<file path="config.mk">
export PLATFORM = sky130hd
export DESIGN_NAME = irq_pend_unit
export DESIGN_NICKNAME = d
export VERILOG_FILES = /design/src/rtl/irq_pend_pkg.sv /design/src/rtl/irq_sync_bank.sv /design/src/rtl/emu_flag_ctl.sv /design/src/rtl/irq_level_pick.sv /design/src/rtl/irq_pend_unit.sv
export SDC_FILE = /design/constraint.sdc
export NUM_CORES = 1
export LEC_CHECK = 0
export BUFFER_PORTS_ARGS = -buffer_cell sky130_fd_sc_hd__buf_2
export CAP_MARGIN = 20
export CORE_UTILIZATION = 54
export DETAILED_ROUTE_END_ITERATION = 8
export PLACE_DENSITY = 0.93
export SKIP_LAST_GASP = 1
export SLEW_MARGIN = 5
export SYNTH_ARGS = -nofsm -noshare
export SYNTH_HDL_FRONTEND = slang
export SYNTH_SLANG_ARGS = --single-unit
</file>
<file path="constraint.sdc">
create_clock -name clk -period 3.7 [get_ports clk]
set_clock_uncertainty 0.15 [all_clocks]
set_input_delay 1.11 -clock clk [delete_from_list [all_inputs] [get_ports clk]]
set_output_delay 1.11 -clock clk [all_outputs]
set_load 0.01 [all_outputs]
</file>
<file path="src/rtl/irq_pend_pkg.sv">
package irq_pend_pkg;
  localparam int NUM_SRC   = 24;
  localparam int EMU_BIT   = 23;
  localparam int LVL_W     = 3;
  localparam int EMU_FLAGS = 3;
  localparam int SEL_W     = 2;

  typedef enum logic [SEL_W-1:0] {
    SEL_MASK = 2'd0,
    SEL_PEND = 2'd1,
    SEL_STAT = 2'd2,
    SEL_EMU  = 2'd3
  } reg_sel_e;

  // Fixed priority level of each pending bit.
  function automatic logic [LVL_W-1:0] src_level(input int idx);
    logic [LVL_W-1:0] lvl;
    case (idx)
      23:      lvl = 3'd7;
      19:      lvl = 3'd6;
      20:      lvl = 3'd5;
      18:      lvl = 3'd3;
      17:      lvl = 3'd2;
      16:      lvl = 3'd1;
      default: lvl = 3'd4;
    endcase
    return lvl;
  endfunction
endpackage

</file>
<file path="src/rtl/irq_sync_bank.sv">
module irq_sync_bank #(
  parameter int WIDTH   = 1,
  parameter int STAGES  = 2,
  parameter bit RST_VAL = 1'b0
) (
  input  logic             clk,
  input  logic             rst_n,
  input  logic [WIDTH-1:0] din,
  output logic [WIDTH-1:0] dout
);
  logic [WIDTH-1:0] stg_q [STAGES];
  logic [WIDTH-1:0] stg_d [STAGES];

  always_comb begin
    stg_d[0] = din;
    for (int s = 1; s < STAGES; s++) begin
      stg_d[s] = stg_q[s-1];
    end
  end

  always_ff @(posedge clk or negedge rst_n) begin
    if (!rst_n) begin
      for (int s = 0; s < STAGES; s++) begin
        stg_q[s] <= {WIDTH{RST_VAL}};
      end
    end else begin
      for (int s = 0; s < STAGES; s++) begin
        stg_q[s] <= stg_d[s];
      end
    end
  end

  assign dout = stg_q[STAGES-1];
endmodule

</file>
<file path="src/rtl/emu_flag_ctl.sv">
module emu_flag_ctl
  import irq_pend_pkg::*;
#(
  parameter int SYNC_STAGES = 2
) (
  input  logic                 clk,
  input  logic                 rst_n,
  input  logic [1:0]           bkpt_req,
  input  logic                 pin_n,
  input  logic                 clr_we,
  input  logic [EMU_FLAGS-1:0] clr_bits,
  output logic                 pin_fall,
  output logic [EMU_FLAGS-1:0] flags
);
  logic                 pin_s;
  logic                 pin_prev_q;
  logic [EMU_FLAGS-1:0] flag_q;
  logic [EMU_FLAGS-1:0] flag_d;
  logic [EMU_FLAGS-1:0] set_vec;
  logic [EMU_FLAGS-1:0] clr_vec;

  // The pin idles high, so the chain resets to 1 and no edge is seen at start-up.
  irq_sync_bank #(
    .WIDTH  (1),
    .STAGES (SYNC_STAGES),
    .RST_VAL(1'b1)
  ) u_pin_sync (
    .clk  (clk),
    .rst_n(rst_n),
    .din  (pin_n),
    .dout (pin_s)
  );

  always_ff @(posedge clk or negedge rst_n) begin
    if (!rst_n) pin_prev_q <= 1'b1;
    else        pin_prev_q <= pin_s;
  end

  assign pin_fall = pin_prev_q & ~pin_s;
  assign set_vec  = {pin_fall, bkpt_req};
  assign clr_vec  = clr_we ? clr_bits : '0;

  // A new event wins over a clear in the same cycle.
  always_comb begin
    flag_d = (flag_q & ~clr_vec) | set_vec;
  end

  always_ff @(posedge clk or negedge rst_n) begin
    if (!rst_n) flag_q <= '0;
    else        flag_q <= flag_d;
  end

  assign flags = flag_q;
endmodule

</file>
<file path="src/rtl/irq_level_pick.sv">
module irq_level_pick
  import irq_pend_pkg::*;
#(
  parameter int WIDTH = NUM_SRC
) (
  input  logic [WIDTH-1:0] active,
  output logic             any,
  output logic [LVL_W-1:0] level
);
  always_comb begin
    level = '0;
    for (int i = 0; i < WIDTH; i++) begin
      if (active[i] && (src_level(i) > level)) level = src_level(i);
    end
  end

  assign any = |active;
endmodule

</file>
<file path="src/rtl/irq_pend_unit.sv">
module irq_pend_unit
  import irq_pend_pkg::*;
#(
  parameter int SYNC_STAGES = 2,
  parameter int DATA_W      = 32
) (
  input  logic              clk,
  input  logic              rst_n,
  input  logic [SEL_W-1:0]  bus_addr,
  input  logic              bus_wr,
  input  logic [DATA_W-1:0] bus_wdata,
  output logic [DATA_W-1:0] bus_rdata,
  input  logic [EMU_BIT-1:0] src_req,
  input  logic [1:0]        bkpt_req,
  input  logic              emu_pin_n,
  output logic              irq_o,
  output logic [LVL_W-1:0]  irq_level_o
);
  localparam int PAD_W = DATA_W - NUM_SRC;

  logic                 rst_meta_q;
  logic                 rst_core;
  reg_sel_e             sel;
  logic                 mask_we;
  logic                 emu_we;
  logic [NUM_SRC-1:0]   mask_q;
  logic [NUM_SRC-1:0]   mask_d;
  logic [EMU_BIT-1:0]   src_s;
  logic [EMU_FLAGS-1:0] emu_flags;
  logic                 pin_fall;
  logic [NUM_SRC-1:0]   pend_vec;
  logic [NUM_SRC-1:0]   status_vec;
  logic [NUM_SRC-1:0]   rd_vec;
  logic                 unused_wdata_hi;

  // Reset asserts at once and is released on a clock edge.
  always_ff @(posedge clk or negedge rst_n) begin
    if (!rst_n) begin
      rst_meta_q <= 1'b0;
      rst_core   <= 1'b0;
    end else begin
      rst_meta_q <= 1'b1;
      rst_core   <= rst_meta_q;
    end
  end

  assign sel     = reg_sel_e'(bus_addr);
  assign mask_we = bus_wr && (sel == SEL_MASK);
  assign emu_we  = bus_wr && (sel == SEL_EMU);

  always_comb begin
    mask_d = mask_q;
    if (mask_we) mask_d = bus_wdata[NUM_SRC-1:0];
  end

  always_ff @(posedge clk or negedge rst_core) begin
    if (!rst_core)    mask_q <= '1;
    else if (mask_we) mask_q <= mask_d;
  end

  irq_sync_bank #(
    .WIDTH  (EMU_BIT),
    .STAGES (SYNC_STAGES),
    .RST_VAL(1'b0)
  ) u_src_sync (
    .clk  (clk),
    .rst_n(rst_core),
    .din  (src_req),
    .dout (src_s)
  );

  emu_flag_ctl #(
    .SYNC_STAGES(SYNC_STAGES)
  ) u_emu (
    .clk     (clk),
    .rst_n   (rst_core),
    .bkpt_req(bkpt_req),
    .pin_n   (emu_pin_n),
    .clr_we  (emu_we),
    .clr_bits(bus_wdata[EMU_FLAGS-1:0]),
    .pin_fall(pin_fall),
    .flags   (emu_flags)
  );

  assign pend_vec   = {|emu_flags, src_s};
  assign status_vec = pend_vec & ~mask_q;

  irq_level_pick #(
    .WIDTH(NUM_SRC)
  ) u_pick (
    .active(status_vec),
    .any   (irq_o),
    .level (irq_level_o)
  );

  always_comb begin
    case (sel)
      SEL_MASK: rd_vec = mask_q;
      SEL_PEND: rd_vec = pend_vec;
      SEL_STAT: rd_vec = status_vec;
      default:  rd_vec = {{(NUM_SRC-EMU_FLAGS){1'b0}}, emu_flags};
    endcase
  end

  assign bus_rdata       = {{PAD_W{1'b0}}, rd_vec};
  assign unused_wdata_hi = ^bus_wdata[DATA_W-1:NUM_SRC];
endmodule

</file>
==> impl_metrics.csv, run 1 <==
group,metric,value,unit
run,cap_violations,0,
cts,clk_pin_slew,0.08,ns
global_routing,grt_max_degree,77,
power_and_ir_drop,ir_worst_vdd,393,uV
power_and_ir_drop,p_leak,0.00175,uW
critical_path,path_class,"in2out",
critical_path,cp-end-kind,"output port",
drt,vias,2130,
cts,root_buffer,"clkbuf_8",
sta,post-route-min-period,3.57,ns
place,port_buffers,82,
yosys,synth_top_area_share,0.412,
drt,post_drt_wl_per_cell,15.6,microns
power_and_ir_drop,clock_power_share,0.322,
cts,post_cts_buffers,0,
floorplan,die_h,77.7,microns
critical_path,path_cells,"buf_2 -> nand2b_1 -> o21ai_0 -> a222oi_1 -> inv_1 -> buf_2",
critical_path,cp.required,2.44,ns
place,dp_hpwl,4.39,mm
floorplan,initial_core_util,0.562,
critical_path,crit_slowest_cell,"nand2b_1",
sta,setup_viol,0,
cts,ctsLongestPathBuffers,2,
hold_path,hp-class,"reg2reg",
yosys,synth_cells,236,
critical_path,timing.rr.end,"u_src_sync.dout[18]",
status,status,"finished, final reports clean",
hold_path,whs_path_depth,0,
sta,worst_pin_slew,0.918,ns
drt,drt_wl_total,6.27,mm
sta,max_freq,280,MHz
cts,ctsHoldBuffers,0,
cts,htree_num_levels,3,
yosys,synth.distinct_cells,37,
critical_path,cp-start-kind,"primary input",
drt,viasPerCell,5.30,
hold_path,hp-start,"u_src_sync.stg_d[7]",
yosys,ys_ff_latch,78,
critical_path,arrival,2.31,ns
final_layout,area_growth,21.4,%
final_layout,final_util,0.682,
floorplan,design.core.area,5510,sq um
sta,hold_viol_final,0,
sta,relSlewSlack,0.388,
yosys,syn-cell-area,3090,sq um
floorplan,rows,27,
cts,cts_tree,"yes",
power_and_ir_drop,powerDensity,516,nW/um^2
cts,numCtsBuffers,9,
sta,min_period_over_period,0.964,
floorplan,die-area,6040,sq um
power_and_ir_drop,p_sw_frac,0.256,
drt,firstDrtPassIters,4,
sta,setup_slack,0.133,ns
global_routing,grt_pass1_wl,10.2,mm
yosys,ys_async_sr_fraction,1.00,
critical_path,rr_worst_depth,0,
hold_path,holdPathEnd,"u_src_sync.dout[7]",
yosys,synth_common_cells,"51 x dfrtp_1, 28 x o21ai_0, 27 x dfstp_2",
final_layout,finalNetCount,388,
final_layout,drive_gt1_frac,0.479,
critical_path,rrSetupSlack,2.49,ns
sta,rsz0062_at_grt,"no",
floorplan,die_w,77.7,microns
critical_path,worstSetupStartpoint,"bus_addr[0]",
critical_path,slowest_delay,0.35,ns
yosys,syn_avg_cell_area,13.1,sq um
drt,antenna_left,0,
power_and_ir_drop,intPower,1440,uW
yosys,yosys.area.top_type,"dfrtp_1",
power_and_ir_drop,share_comb_of_total_power,0.138,
sta,slew_viol_final,0,
yosys,yosysMostFrequentCell,"dfrtp_1",
cts,cts.sinks,78,
power_and_ir_drop,switchingPower,497,uW
yosys,ys_seq_area_frac,0.642,
cts,clkLatencyLatePin,0.33,ns
final_layout,final.fill_count,411,
drt,drc,0,
place,dp_worst_setup_slack,0.203,ns
yosys,synth_edf_count,0,
critical_path,crit_top_cell,"buf_2",
critical_path,r2r-start,"rst_core",
power_and_ir_drop,p_seq_frac,0.540,
yosys,synthTopCellsByArea,"dfrtp_1 41%, dfstp_2 23%, mux2_2 7.6%",
floorplan,io_pins,99,
global_routing,grt_overflow,0,
global_routing,grt_pass1_vias,2156,
final_layout,antenna_cells,0,
global_routing,grt.total_usage,0.226,
drt,drt_iter0_drc,111,
critical_path,critPathMaxFanout,10,
sta,final.setup.tns,0,ns
cts,cts.repair.resized,0,
yosys,synth-main-ff-cell,"dfrtp_1",
place,place_congestion,0.828,
yosys,synth_warnings,0,
global_routing,antenna_found_initial,0,
-- state kept, by name, summed over array words and instances, names as in the netlist --
signal / count
mask_q: 24
u_src_sync.dout: 23
u_src_sync.stg_d: 23
u_emu.flags: 3
rst_core: 1
rst_meta_q: 1
u_emu.pin_prev_q: 1
u_emu.u_pin_sync.dout: 1
u_emu.u_pin_sync.stg_d: 1
-- critical path, delay by kind of cell --
kind,cells,cell delay [ns]
compound gates,2,0.51
simple gates,1,0.35
buf+inv,3,0.32
-- layout by cell type, fill, tap and decap left out, drive strengths merged --
cell / Yosys / final
o21ai: 29 / 29
or2b: 1 / 1
dfrtp: 51 / 51
buf: 11 / 88
a21oi: 1 / 1
nor3b: 1 / 1
a2111oi: 2 / 2
nor2b: 9 / 9
dfstp: 27 / 27
and4b: 1 / 1
a222oi: 3 / 3
mux2: 22 / 22
o21a: 1 / 1
o22ai: 3 / 3
nor2: 2 / 2
o2111ai: 1 / 1
conb: 2 / 9
bufinv: 0 / 1
and2: 2 / 2
nand2b: 8 / 8
inv: 13 / 13
nand4: 1 / 1
nor3: 1 / 1
nand3: 1 / 1
clkinv: 0 / 2
or4: 1 / 1
a22o: 20 / 20
nor4: 1 / 1
nand2: 9 / 9
clkbuf: 6 / 11
a21o: 3 / 3
clkinvlp: 0 / 2
and3: 1 / 1
o31ai: 1 / 1
nand3b: 1 / 1
-- how the worst max path moves through the flow --
stage / slack, ns / endpoint
after global placement: 0.25 / bus_rdata[19]
after CTS: 0.17 / bus_rdata[0]
after global routing: 0.07 / bus_rdata[0]
after floorplan: 0.62 / bus_rdata[23]
final: 0.13 / bus_rdata[0]
after detailed placement: 0.20 / bus_rdata[21]
-- metal layers --
| metal | vias to the layer above | track usage | wire [microns] |
|---|---|---|---|
| met4 | 0 | 0.0887 | 99 |
| met3 | 9 | 0.0506 | 293 |
| met2 | 67 | 0.378 | 3230 |
| met1 | 1059 | 0.285 | 2640 |
| li1 | 995 | - | - |
| met5 | - | 0 | 0 |
-- layout make-up --
| class | instances | area, sq um | area share |
|---|---|---|---|
| tap | 72 | 90.1 | 0.0240 |
| multi-input combinational | 135 | 973 | 0.259 |
| inverter | 13 | 48.8 | 0.0130 |
| timing repair buffer | 88 | 455 | 0.121 |
| clock inverter | 5 | 58.8 | 0.0157 |
| clock buffer | 11 | 141 | 0.0376 |
| sequential | 78 | 1990 | 0.529 |
-- power by group through the flow --
stage	Clock, uW	Combinational (uW)	Sequential [uW]
after floorplan	0	184	1040
after global placement	0	260	1050
after detailed placement	0	269	1060
after CTS	642	272	1050
after global routing	679	294	1060
final	624	268	1050
-- stage by stage --
stage,instances,area (sq um),hold slack (ns),total power [uW]
2_1_floorplan,243,3120,0.181,1220
3_3_place_gp,386,3560,0.182,1310
3_5_place_dp,386,3560,0.185,1330
4_1_cts,402,3760,0.194,1960
5_1_grt,402,3760,0.198,2040
6_report,402,3760,0.192,1940
-- kinds of logic after synthesis --
group | synth area share
and+or+nand+nor | 0.0760
buffers and inverters | 0.0522
muxes | 0.0801
AOI/OAI and AO/OA | 0.148
other | 0.00243
DFF | 0.642
Power figures use the tool's default switching activity.
==> run 2, diff against run 1 <==
ABC_AREA = 1   (was default)
CORE_ASPECT_RATIO = 0.75   (was default)
CORE_UTILIZATION = 55   (was 54)
GPL_ROUTABILITY_DRIVEN = 1   (was default)
PLACE_DENSITY = 0.94   (was 0.93)
==> run 2 against run 1 <==
  * Core utilization up 1.8 points
  * Worst hold slack gained 0.0067 ns
  * Sequential cell count did not move
  * Die area grew 2.1%
  * Wire length grew 7.0%
  * Via count up 12%
  * Synthesized cell count is 28% higher
  * Fmax is 3.8% higher
  * Final area increased by 2.4%
  * Power fell by 0.25%
  * Critical path type unchanged
  * Critical endpoint is now bus_rdata[5]
  * Largest power group unchanged
==> impl_metrics.csv, run 2 <==
group,metric,value,unit
status,status,"finished, final reports clean",
yosys,synth_top_family_by_area,"simple AND/OR/NAND/NOR gates",
power_and_ir_drop,ir_worst_vdd,330,uV
final_layout,antenna_cells,0,
floorplan,rows,23,
place,place_congestion,0.933,
sta,post-route-min-period,3.44,ns
final_layout,largest_reg_flops,24,
floorplan,io_pins,99,
yosys,synth-main-ff-cell,"dfrtp_1",
yosys,ys_ff_latch,78,
critical_path,arrival,2.18,ns
global_routing,grt_overflow,0,
critical_path,crit_top_cell,"buf_2",
drt,firstDrtPassIters,4,
sta,relSlewSlack,0.407,
global_routing,grt.total_usage,0.239,
cts,root_buffer,"clkbuf_8",
cts,cts_tree,"yes",
sta,setup_viol,0,
yosys,yosys.area_share.adder,0,
drt,vias,2382,
critical_path,path_class,"in2out",
critical_path,cp-start-kind,"primary input",
critical_path,path_buf_inv,3,
floorplan,die_w,90.3,microns
critical_path,crit_slowest_cell,"o221ai_1",
yosys,synthTopCellsByArea,"dfrtp_1 40%, dfstp_2 22%, nand2_1 7.0%",
final_layout,largest-register,"mask_q",
sta,min_period_over_period,0.929,
global_routing,grt_pass1_wl,11.0,mm
cts,htree_num_levels,3,
yosys,syn_avg_cell_area,10.7,sq um
yosys,syn-cell-area,3220,sq um
critical_path,crit_family,"buffers and inverters",
critical_path,path_cells,"buf_2 -> nor2_8 -> inv_2 -> o221ai_1 -> buf_2",
yosys,ys_seq_area_frac,0.617,
yosys,synth_compound_area_frac,0.123,
yosys,synth_top_area_share,0.397,
drt,antenna_left,0,
final_layout,final_cells,468,
yosys,yosysMostFrequentCell,"nand2_1",
drt,drc,0,
power_and_ir_drop,p_leak,0.00198,uW
yosys,synth.distinct_cells,25,
global_routing,antenna_found_initial,0,
critical_path,cp.required,2.44,ns
final_layout,layout_common_cells,"82 x buf_2, 60 x nand2_1, 50 x dfrtp_1, 37 x inv_1, 34 x nor2_1",
floorplan,die_h,68.2,microns
place,dp_worst_setup_slack,0.302,ns
cts,clk_pin_slew,0.07,ns
final_layout,finalNetCount,451,
place,place_inst,452,
yosys,muxShareOfSynthArea,0.0303,
drt,drt_wl_total,6.71,mm
critical_path,slowest_delay,0.27,ns
yosys,synth_edf_count,0,
yosys,yosys.area.top_type,"dfrtp_1",
cts,clkLatencyLatePin,0.35,ns
cts,cts.sinks,78,
final_layout,drive_gt1_frac,0.394,
yosys,synthXorXnorAreaFrac,0,
cts,ctsLongestPathBuffers,2,
yosys,yosys.area_share.simple,0.140,
sta,max_freq,291,MHz
cts,cts.repair.resized,0,
cts,post_cts_buffers,0,
power_and_ir_drop,power,1940,uW
global_routing,grt_max_degree,44,
yosys,synth_warnings,0,
global_routing,grt_pass1_vias,2384,
run,cap_violations,0,
critical_path,cp-end-kind,"output port",
sta,worst_pin_slew,0.890,ns
yosys,ys_async_sr_fraction,1.00,
final_layout,area_growth,19.6,%
yosys,synth_cells,301,
place,dp_hpwl,4.88,mm
floorplan,die-area,6160,sq um
cts,ctsHoldBuffers,0,
floorplan,design.core.area,5500,sq um
sta,slew_viol_final,0,
cts,numCtsBuffers,9,
sta,rsz0062_at_grt,"no",
drt,viasPerCell,5.09,
final_layout,final_util,0.700,
sta,setup_slack,0.264,ns
place,port_buffers,82,
drt,post_drt_wl_per_cell,14.3,microns
final_layout,final_common_cell,"buf_2",
floorplan,initial_core_util,0.585,
power_and_ir_drop,powerDensity,503,nW/um^2
hold_path,hp-class,"reg2reg",
sta,hold_viol_final,0,
yosys,synth_common_cells,"60 x nand2_1, 51 x dfrtp_1, 37 x inv_1",
sta,final.setup.tns,0,ns
drt,drt_iter0_drc,145,
critical_path,critPathMaxFanout,17,
## run 2: kinds of logic (layout without fill, tap and decap cells)
logic type,count (synthesis),in the layout
other,2,9
flip-flops,78,78
AND/OR/NAND/NOR,106,106
multiplexers,7,7
buffers and inverters,57,142
AO/OA/AOI/OAI,51,51
## run 2: metrics by stage
| step | area, sq um | hold WS, ns |
|---|---|---|
| global placement | 3650 | 0.182 |
| finish | 3850 | 0.198 |
| global route | 3850 | 0.199 |
| floorplan | 3240 | 0.181 |
| CTS | 3850 | 0.200 |
| detailed placement | 3650 | 0.185 |
## run 2: cell type report
cell class | count | area, sq um
fill | 419 | 1650
multi-input combinational | 173 | 977
timing repair buffer | 86 | 440
clock buffer | 11 | 141
inverter | 40 | 150
tap | 75 | 93.8
sequential | 78 | 1990
clock inverter | 5 | 58.8
## run 2: routing by layer
layer,GRT usage,routed length [microns],vias to the layer above
li1,-,-,1135
met1,0.286,2840,1134
met2,0.423,3410,107
met3,0.0767,414,6
met4,0.0726,47,0
met5,0,0,-
## run 2: report_power, final
| group | total [uW] | internal, uW | switching (uW) | leakage [uW] |
|---|---|---|---|---|
| combinational | 304 | 124 | 180 | 0.00101 |
| clock | 629 | 330 | 299 | 0.0000955 |
| sequential | 1000 | 959 | 42.4 | 0.000870 |
| total | 1940 | 1410 | 521 | 0.00198 |
## run 2: final timing paths
check,end,slack (ns),startpoint,cells past startpoint
worst max-delay path,bus_rdata[5],0.26,bus_addr[1],5
worst min-delay path,u_src_sync.dout[14],0.20,u_src_sync.stg_d[14],0
worst max register to register,mask_q[8],2.14,rst_core,1
worst min register to register,u_src_sync.dout[14],0.20,u_src_sync.stg_d[14],0
max in group asynchronous,mask_q[8],2.14,rst_core,1
min in group asynchronous,u_src_sync.stg_d[13],0.25,rst_core,0
